`src/rtl/clkdiv_pkg.sv`:
```
package clkdiv_pkg;

    localparam int NDIV    = 7;
    localparam int ADDR_W  = 12;
    localparam int DATA_W  = 32;
    localparam int RATIO_W = 5;
    localparam int EN_BIT  = 15;
    localparam int MULT_W  = 8;

    localparam logic [ADDR_W-1:0] OFF_MULT = 12'h110;
    localparam logic [ADDR_W-1:0] OFF_CMD  = 12'h138;
    localparam logic [ADDR_W-1:0] OFF_STAT = 12'h13C;

    typedef struct packed {
        logic               en;
        logic [RATIO_W-1:0] m1;
    } div_cfg_t;

    localparam div_cfg_t CFG_RESET = '{en: 1'b1, m1: '0};

    typedef enum logic [1:0] {
        ST_IDLE,
        ST_ALIGN,
        ST_HOLD
    } seq_state_t;

    // Register offset of each divider, in div_ce bit order.
    function automatic logic [ADDR_W-1:0] div_offset(input int idx);
        case (idx)
            0:       return 12'h114;
            1:       return 12'h128;
            2:       return 12'h118;
            3:       return 12'h11C;
            4:       return 12'h120;
            5:       return 12'h160;
            default: return 12'h164;
        endcase
    endfunction

endpackage

```
`src/rtl/clkdiv_regs.sv`:
```
module clkdiv_regs
    import clkdiv_pkg::*;
(
    input  logic              clk,
    input  logic              rst_n,
    input  logic [ADDR_W-1:0] addr_i,
    input  logic [DATA_W-1:0] wdata_i,
    input  logic              we_i,
    input  logic              busy_i,
    output logic [DATA_W-1:0] rdata_o,
    output logic              go_o,
    output div_cfg_t          pend_o [NDIV]
);

    logic [MULT_W-1:0] mult_q;

    assign go_o = we_i && (addr_i == OFF_CMD) && wdata_i[0];

    always_ff @(posedge clk or negedge rst_n) begin
        if (!rst_n) begin
            mult_q <= '0;
            for (int i = 0; i < NDIV; i++) pend_o[i] <= CFG_RESET;
        end else if (we_i) begin
            if (addr_i == OFF_MULT) mult_q <= wdata_i[MULT_W-1:0];
            for (int i = 0; i < NDIV; i++) begin
                if (addr_i == div_offset(i)) begin
                    pend_o[i].en <= wdata_i[EN_BIT];
                    pend_o[i].m1 <= wdata_i[RATIO_W-1:0];
                end
            end
        end
    end

    always_comb begin
        rdata_o = '0;
        if (addr_i == OFF_MULT) rdata_o[MULT_W-1:0] = mult_q;
        if (addr_i == OFF_STAT) rdata_o[0] = busy_i;
        for (int i = 0; i < NDIV; i++) begin
            if (addr_i == div_offset(i)) begin
                rdata_o[EN_BIT]      = pend_o[i].en;
                rdata_o[RATIO_W-1:0] = pend_o[i].m1;
            end
        end
    end

    // A command write shows up as busy on the status offset one cycle later.
    p_go_visible_r4: assert property (@(posedge clk) disable iff (!rst_n)
        (go_o && !busy_i) |=> busy_i);

endmodule

```
`src/rtl/clkdiv_seq.sv`:
```
module clkdiv_seq
    import clkdiv_pkg::*;
#(
    parameter int BUSY_CYC = 4
) (
    input  logic clk,
    input  logic rst_n,
    input  logic go_i,
    output logic busy_o,
    output logic load_o
);

    localparam int HCNT_W = $clog2(BUSY_CYC + 1);
    localparam logic [HCNT_W-1:0] HOLD_LAST = HCNT_W'(BUSY_CYC - 1);

    seq_state_t        state_q, state_d;
    logic [HCNT_W-1:0] hcnt_q;

    always_ff @(posedge clk or negedge rst_n) begin
        if (!rst_n) begin
            state_q <= ST_IDLE;
            hcnt_q  <= '0;
        end else begin
            state_q <= state_d;
            hcnt_q  <= (state_q == ST_HOLD) ? hcnt_q + 1'b1 : '0;
        end
    end

    always_comb begin
        state_d = state_q;
        unique case (state_q)
            ST_IDLE:  if (go_i) state_d = ST_ALIGN;
            ST_ALIGN: state_d = ST_HOLD;
            ST_HOLD:  if (hcnt_q == HOLD_LAST) state_d = ST_IDLE;
            default:  state_d = ST_IDLE;
        endcase
    end

    always_comb begin
        busy_o = (state_q != ST_IDLE);
        load_o = (state_q == ST_ALIGN);
    end

    p_hold_bounded_r4: assert property (@(posedge clk) disable iff (!rst_n)
        (state_q == ST_HOLD) |-> (hcnt_q <= HOLD_LAST));
    p_no_rearm_r7: assert property (@(posedge clk) disable iff (!rst_n)
        (state_q == ST_HOLD) |=> (state_q != ST_ALIGN));
    p_single_load_r5: assert property (@(posedge clk) disable iff (!rst_n)
        load_o |=> !load_o);

endmodule

```
`src/rtl/clkdiv_counter.sv`:
```
module clkdiv_counter
    import clkdiv_pkg::*;
(
    input  logic     clk,
    input  logic     rst_n,
    input  logic     load_i,
    input  div_cfg_t cfg_i,
    output logic     ce_o
);

    div_cfg_t           act_q;
    logic [RATIO_W-1:0] cnt_q;

    always_ff @(posedge clk or negedge rst_n) begin
        if (!rst_n) begin
            act_q <= CFG_RESET;
            cnt_q <= '0;
        end else if (load_i) begin
            act_q <= cfg_i;
            cnt_q <= '0;
        end else if (act_q.en) begin
            cnt_q <= (cnt_q == act_q.m1) ? '0 : cnt_q + 1'b1;
        end
    end

    assign ce_o = !act_q.en || (cnt_q == '0);

    p_staged_r3: assert property (@(posedge clk) disable iff (!rst_n)
        !load_i |=> $stable(act_q));
    p_restart_r5: assert property (@(posedge clk) disable iff (!rst_n)
        load_i |=> (cnt_q == '0));
    p_cnt_in_range_r5: assert property (@(posedge clk) disable iff (!rst_n)
        act_q.en |-> (cnt_q <= act_q.m1));
    p_held_when_off_r6: assert property (@(posedge clk) disable iff (!rst_n)
        (!act_q.en && !load_i) |=> $stable(cnt_q));

endmodule

```
`src/rtl/clkdiv_bank.sv`:
```
module clkdiv_bank
    import clkdiv_pkg::*;
#(
    parameter int BUSY_CYC = 4
) (
    input  logic              clk,
    input  logic              rst_n,
    input  logic [ADDR_W-1:0] reg_addr,
    input  logic [DATA_W-1:0] reg_wdata,
    input  logic              reg_we,
    output logic [DATA_W-1:0] reg_rdata,
    output logic [NDIV-1:0]   div_ce
);

    logic     go, busy, load;
    div_cfg_t pend [NDIV];

    clkdiv_regs u_regs (
        .clk     (clk),
        .rst_n   (rst_n),
        .addr_i  (reg_addr),
        .wdata_i (reg_wdata),
        .we_i    (reg_we),
        .busy_i  (busy),
        .rdata_o (reg_rdata),
        .go_o    (go),
        .pend_o  (pend)
    );

    clkdiv_seq #(.BUSY_CYC(BUSY_CYC)) u_seq (
        .clk    (clk),
        .rst_n  (rst_n),
        .go_i   (go),
        .busy_o (busy),
        .load_o (load)
    );

    for (genvar g = 0; g < NDIV; g++) begin : g_div
        clkdiv_counter u_cnt (
            .clk    (clk),
            .rst_n  (rst_n),
            .load_i (load),
            .cfg_i  (pend[g]),
            .ce_o   (div_ce[g])
        );
    end

endmodule

```
`config.mk`:
```
export PLATFORM = sky130hd
export DESIGN_NAME = clkdiv_bank
export DESIGN_NICKNAME = d
export VERILOG_FILES = /design/src/rtl/clkdiv_pkg.sv /design/src/rtl/clkdiv_regs.sv /design/src/rtl/clkdiv_seq.sv /design/src/rtl/clkdiv_counter.sv /design/src/rtl/clkdiv_bank.sv
export SDC_FILE = /design/constraint.sdc
export NUM_CORES = 1
export LEC_CHECK = 0
export ABC_AREA = 1
export BUFFER_PORTS_ARGS = -buffer_cell sky130_fd_sc_hd__buf_2
export CORE_ASPECT_RATIO = 1.75
export CORE_MARGIN = 2
export CORE_UTILIZATION = 58
export CTS_CLUSTER_DIAMETER = 50
export DETAILED_ROUTE_END_ITERATION = 8
export MAX_ROUTING_LAYER = met4
export PLACE_DENSITY = 0.82
export SLEW_MARGIN = 20
export SYNTH_ARGS = -nofsm -noshare
export SYNTH_HDL_FRONTEND = slang
export SYNTH_SLANG_ARGS = --single-unit
```
`constraint.sdc`:
```
create_clock -name clk -period 1.9 [get_ports clk]
set_clock_uncertainty 0.05 [all_clocks]
set_input_delay 0.19 -clock clk [delete_from_list [all_inputs] [get_ports clk]]
set_output_delay 0.19 -clock clk [all_outputs]
set_load 0.01 [all_outputs]
```
==> results of run 1 <==
[cells by family (layout without fill, tap and decap cells)]
kind of cell             after synthesis  count (layout)
buffers and inverters                133             171
adder cells (fa/ha/maj)               16              16
AND/OR/NAND/NOR                      350             350
other                                  1              23
AO/OA/AOI/OAI                        119             119
flip-flops                           132             132
XOR/XNOR                              51              51
[worst min-delay path, stage by stage]
cell	delay (ns)
buf_2	0.09
nor2_2	0.05
nand2_1	0.07
nor4_1	0.06
[routing by layer]
metal  wire, µm  up-vias  part of all wire, %  GRT usage [%]
met4        584        0                  4.0           13.3
met2       7820      157                   53           42.4
li1           -     2628                    -              -
met3        661       40                  4.5           5.19
met5          0        -                    0              -
met1       5670     2551                   38           29.0
[repair_timing]
| action | 4_1_cts | 5_1_grt |
|---|---|---|
| setup endpoints to repair | 1 | 6 |
| setup buffers | 1 | 1 |
| hold endpoints to repair | 122 | 0 |
| pin swaps | 6 | 8 |
| hold buffers | 5 | 0 |
| gates resized for setup | 2 | 11 |
[layout by cell type, fill, tap and decap left out, types with 5 or more instances in the layout]
| cell | synthesis | layout |
|---|---|---|
| xor2_1 | 23 | 23 |
| nand4_1 | 15 | 15 |
| o21ai_0 | 40 | 40 |
| clkbuf_16 | 0 | 17 |
| dlygate4sd3_1 | 0 | 5 |
| nand2_1 | 202 | 200 |
| inv_1 | 81 | 80 |
| dfstp_2 | 14 | 14 |
| buf_4 | 30 | 8 |
| conb_1 | 1 | 23 |
| buf_2 | 7 | 38 |
| nor2_2 | 9 | 11 |
| o21ai_2 | 12 | 12 |
| a21oi_1 | 17 | 17 |
| o21ai_1 | 29 | 29 |
| o22ai_1 | 18 | 18 |
| nand3_1 | 40 | 38 |
| nand2_2 | 10 | 12 |
| nor2_1 | 57 | 54 |
| ha_1 | 16 | 16 |
| xnor2_1 | 28 | 28 |
| dfrtp_1 | 118 | 118 |
[registers in the layout (all words and copies together) (netlist names)]
register	cells
u_seq.state_q	2
g_div.u_cnt.act_q	42
u_regs.mult_q	8
g_div.u_cnt.cnt_q	35
u_regs.pend_o	42
u_seq.hcnt_q	3
[area by class of cell]
cell class | instances | area, µm² | share of cell area (%)
Sequential cell | 132 | 3320 | 42.6
Multi-Input combinational cell | 559 | 2990 | 38.5
Clock buffer | 22 | 474 | 6.09
Timing Repair Buffer | 55 | 380 | 4.89
Inverter | 85 | 319 | 4.10
Tap cell | 135 | 169 | 2.17
Clock inverter | 9 | 129 | 1.66
[worst paths after layout]
kind,from,end,slack (ns),cells past startpoint
hold reg to reg,u_seq.hcnt_q[0],u_seq.hcnt_q[0],0.38,1
max in group asynchronous,rst_n,u_regs.mult_q[3],0.91,3
setup / recovery,u_seq.state_q[1],reg_rdata[0],-0.1,8
hold / removal,reg_addr[7],u_seq.state_q[0],0.04,4
min in group asynchronous,rst_n,g_div[0].u_cnt.act_q[1],0.36,3
setup reg to reg,u_seq.state_q[0],g_div[5].u_cnt.cnt_q[0],0.24,6
[metrics by stage]
step | std cells | TNS [ns]
3_5_place_dp | 959 | 0
5_1_grt | 997 | -0.192
4_1_cts | 996 | -0.222
2_1_floorplan | 824 | 0
6_report | 997 | -0.107
3_3_place_gp | 959 | 0
[power by group through the flow]
| stage | clock network [mW] | logic [mW] | registers [mW] |
|---|---|---|---|
| 2_1_floorplan | 0 | 0.115 | 2.87 |
| 3_3_place_gp | 0 | 0.198 | 2.87 |
| 3_5_place_dp | 0 | 0.199 | 2.87 |
| 4_1_cts | 3.35 | 0.208 | 2.83 |
| 5_1_grt | 3.48 | 0.235 | 2.82 |
| 6_report | 3.32 | 0.207 | 2.83 |
==> impl_metrics.tcl, run 1 <==
set metrics [dict create \
    start_kind "flop" \
    ys_warn_count 0 \
    async_flop_share_pct 100 \
    cp.arrival_ns 1.76 \
    p_leak_nw 3.80 \
    overflow 0 \
    power_switching_mw 1.33 \
    port_buffers 39 \
    ys_seq_elements 132 \
    post-route-drc-count 0 \
    path_class "reg2out" \
    die_x_um 86.0 \
    synth-simple-area-share_pct 22.6 \
    place_congestion 0.955 \
    path_clk_slew_ns 0.05 \
    swShare_pct 21.0 \
    cts_buffers 17 \
    hp-class "in2reg" \
    wire_per_inst_um 14.8 \
    crit_chain "or2_4 -> nand3_2 -> nand2_2 -> nor2_4 -> nand3_2 -> nor2_1 -> nand4_1 -> buf_2" \
    internal_power_mw 5.02 \
    syn_inst 802 \
    synthMuxAreaShare_pct 0 \
    ys_types 37 \
    max_freq_mhz 501 \
    nFillCells 886 \
    placement_rows 52 \
    crit_path_max_fanout 2 \
    hold_slack_ns 0.0362 \
    setup_viol 2 \
    pre_cts_slack_ns 0.0337 \
    worst_slew_pin_slew_ns 0.689 \
    grt_pass1_vias 5283 \
    design_area_um2 7790 \
    fin_crit_sh_pct 105 \
    vias_per_cell 5.39 \
    die_area_um2 12700 \
    drive_above_1_share_pct 17.2 \
    finalHoldViolations 0 \
    synth_compound_area_share_pct 9.84 \
    synth-xor-area-share_pct 6.54 \
    ys_top_cells_by_area "dfrtp_1, nand2_1, dfstp_2" \
    rsz0062_at_grt "true" \
    netlist_area_um2 6830 \
    wl_um 14700 \
    drt-initial-drc-count 364 \
    p_total_mw 6.36 \
    dr.pass1.iters 5 \
    postPlaceCellArea_um2 7070 \
    outcome "finished with violations" \
    fin_ws_ns -0.0959 \
    io_pins 86 \
    synth.avg_cell_area_um2 8.52 \
    final_core_util_pct 67.6 \
    vias 5376 \
    netlist.top_cell.by_area "dfrtp_1" \
    path_buf_inv 1 \
    cellPowerDensity_nw_per_um2 816 \
    track_usage_pct 25.6 \
    fp.coreArea_um2 11500 \
    synthAdderAreaFrac_pct 2.93 \
    yosys-top-cells-count "nand2_1, dfrtp_1, inv_1, nor2_1" \
    htree_levels 4 \
    crit_top_cell "nand3_2" \
    start_util_pct 59.3 \
    synth_ff_type "dfrtp_1" \
    clockPowerShare_pct 52.3 \
    critical_path.top_delay_family "simple AND/OR/NAND/NOR gates" \
    grt_pass1_wl_um 24500 \
    period_minus_slack_ns 2.00 \
    insertedDiodeCount 0 \
    yosysMostFrequentCell "nand2_1" \
    area_growth_pct 14.0 \
    slew_viol_final 0 \
    synth-edff-count 0 \
    crit_path_end_kind "primary output" \
    grt_max_degree 133 \
    ir_worst_vdd_v 0.000756 \
    synth_top_area_share_pct 43.2 \
    cts_sinks 132 \
    dpl.hpwl_um 9920 \
    slew_headroom_pct 54.1 \
    seqPwrFrac_pct 44.5 \
    cts_tree "built" \
    cts-root-buf "clkbuf_16" \
    ant_nets 0 \
    critPathSlowestCell "dfrtp_1" \
    yosysSeqAreaShare_pct 48.6 \
    clock_latency_ns 0.42 \
    antenna_found_initial 0 \
    required_ns 1.66 \
    fp.dieH_um 148 \
    nNetsFinal 913 \
    clockBufferDepth 2 \
    power_frac_comb_pct 3.3 \
    violations "setup timing" \
    cpPeakStageDelay_ns 0.37 \
    synth_top_family_by_area "simple AND/OR/NAND/NOR gates" \
    drv_cap 0 \
]
No activity file was read; power rests on OpenSTA's default activity.
==> inputs of run 2 (changes only) <==
Settings changed: CTS_BUF_LIST set to sky130_fd_sc_hd__clkbuf_16.
==> run 2 against run 1 <==
Compared with the run above: the flow still finishes with violations (setup timing); final cell count unchanged; largest cell class unchanged; hold slack about the same; fmax decreased by 0.62%; global-route usage decreased by 0.71 points; power decreased by 2.2%.
==> impl_metrics.tcl, run 2 (synthesis gave the netlist of run 1 again) <==
set metrics [dict create \
    p_leak_nw 3.79 \
    start_kind "flop" \
    crit_path_max_fanout 2 \
    path_class "reg2out" \
    setup_viol 2 \
    cellPowerDensity_nw_per_um2 802 \
    io_pins 86 \
    rsz0062_at_grt "true" \
    fin_ws_ns -0.108 \
    vias_per_cell 5.34 \
    crit_chain "or2_4 -> nand3_2 -> nand2_2 -> nor2_2 -> nand3_2 -> nor2_1 -> nand4_1 -> buf_2" \
    wire_per_inst_um 14.5 \
    final_common_cell "nand2_1" \
    antenna_found_initial 0 \
    path_buf_inv 1 \
    crit_top_cell "nand3_2" \
    htree_levels 4 \
    dpl.hpwl_um 9920 \
    slew_viol_final 0 \
    track_usage_pct 24.9 \
    finalHoldViolations 0 \
    placement_rows 52 \
    cpPeakStageDelay_ns 0.37 \
    wl_um 14400 \
    nFillCells 897 \
    ant_nets 0 \
    vias 5323 \
    pre_cts_slack_ns 0.0337 \
    start_util_pct 59.3 \
    slew_headroom_pct 52.9 \
    fp.coreArea_um2 11500 \
    fin_crit_sh_pct 106 \
    cts-root-buf "clkbuf_16" \
    path_clk_slew_ns 0.05 \
    insertedDiodeCount 0 \
    required_ns 1.66 \
    nNetsFinal 913 \
    grt_pass1_vias 5139 \
    port_buffers 39 \
    place_congestion 0.955 \
    hp-class "in2reg" \
    grt_pass1_wl_um 23900 \
    drive_above_1_share_pct 16.8 \
    drt-initial-drc-count 385 \
    cp.arrival_ns 1.77 \
    clock_latency_ns 0.42 \
    drv_cap 0 \
    cts_sinks 132 \
    grt_max_degree 133 \
    critical_path.top_delay_family "simple AND/OR/NAND/NOR gates" \
    period_minus_slack_ns 2.01 \
    outcome "finished with violations" \
    tns_ns -0.116 \
    clockBufferDepth 2 \
    ir_worst_vdd_v 0.000610 \
    post-route-drc-count 0 \
    cts_tree "built" \
    final_cell_mix "nand2_1, dfrtp_1, inv_1" \
    worst_slew_pin_slew_ns 0.707 \
    die_x_um 86.0 \
    final_core_util_pct 67.3 \
    regArea_um2 3320 \
    fp.dieH_um 148 \
    critPathSlowestCell "dfrtp_1" \
    die_area_um2 12700 \
    cts_buffers 17 \
    max_freq_mhz 498 \
    area_growth_pct 13.5 \
    reg_top3 "g_div.u_cnt.act_q: 42 flops, u_regs.pend_o: 42 flops, g_div.u_cnt.cnt_q: 35 flops" \
    violations "setup timing" \
    dr.pass1.iters 7 \
    crit_path_end_kind "primary output" \
    overflow 0 \
    multi_input_area_um2 2990 \
]
[run 2: cell types whose count changed in the layout (fill, tap and decap cells not counted), sizes merged]
| cell | change |
|---|---|
| clkinv | +3 |
| inv | +2 |
| clkbuf | -5 |
[run 2: final timing paths]
check                                 start                       to  slack, ns  cells past startpoint
setup / recovery           u_seq.state_q[1]             reg_rdata[0]      -0.11                      8
hold / removal                  reg_addr[7]         u_seq.state_q[0]       0.04                      4
setup reg to reg           u_seq.state_q[0]  g_div[4].u_cnt.cnt_q[0]       0.23                      6
hold reg to reg             u_seq.hcnt_q[0]          u_seq.hcnt_q[0]       0.38                      1
max in group asynchronous             rst_n         u_regs.mult_q[3]       0.88                      3
min in group asynchronous             rst_n  g_div[0].u_cnt.act_q[4]       0.35                      3
[run 2: timing repair]
action | 4_1_cts | 5_1_grt
endpoints found under the setup margin | 1 | 7
resized for setup | 2 | 10
pin swaps | 6 | 8
gates cloned | 0 | 0
hold endpoints to repair | 122 | 0
hold buffers | 5 | 0
setup buffers | 1 | 1
[run 2: layout make-up]
class                      instances  share of cell area, %
clock buffer                      17                   5.49
clock inverter                    14                   1.90
inverter                          85                   4.12
multi-input combinational        559                   38.6
sequential                       132                   42.8
tap                              135                   2.18
timing repair buffer              55                   4.91
[run 2: power breakdown]
group	leakage [nW]	switching (mW)	total, mW	internal [mW]
logic	1.73	0.158	0.206	0.0482
registers	1.78	0.00453	2.83	2.82
clock network	0.283	1.17	3.19	2.02
total	3.79	1.33	6.22	4.89
[run 2: metrics by stage]
stage | total power, mW | hold slack [ns] | area [µm²] | cells
final | 6.22 | 0.0366 | 7750 | 997
after floorplan | 2.99 | -0.156 | 6910 | 824
after global routing | 6.40 | 0.0718 | 7750 | 997
after CTS | 6.24 | 0.0444 | 7710 | 996
after global placement | 3.07 | 0.304 | 7070 | 959
after detailed placement | 3.07 | 0.304 | 7070 | 959
[run 2: worst reg2reg max path, delay by kind of cell (launching register included)]
| family | cells | cell delay [ns] |
|---|---|---|
| AND/OR/NAND/NOR | 2 | 0.37 |
| buffers and inverters | 3 | 0.57 |
| AO/OA/AOI/OAI | 1 | 0.22 |
| flip-flops | 1 | 0.37 |
[run 2: layer usage]
layer | vias up | track usage [%] | routed length, µm
met3 | 33 | 4.97 | 647
met4 | 0 | 12.5 | 482
met5 | - | - | 0
li1 | 2624 | - | -
met2 | 152 | 40.5 | 7630
met1 | 2514 | 29.1 | 5670
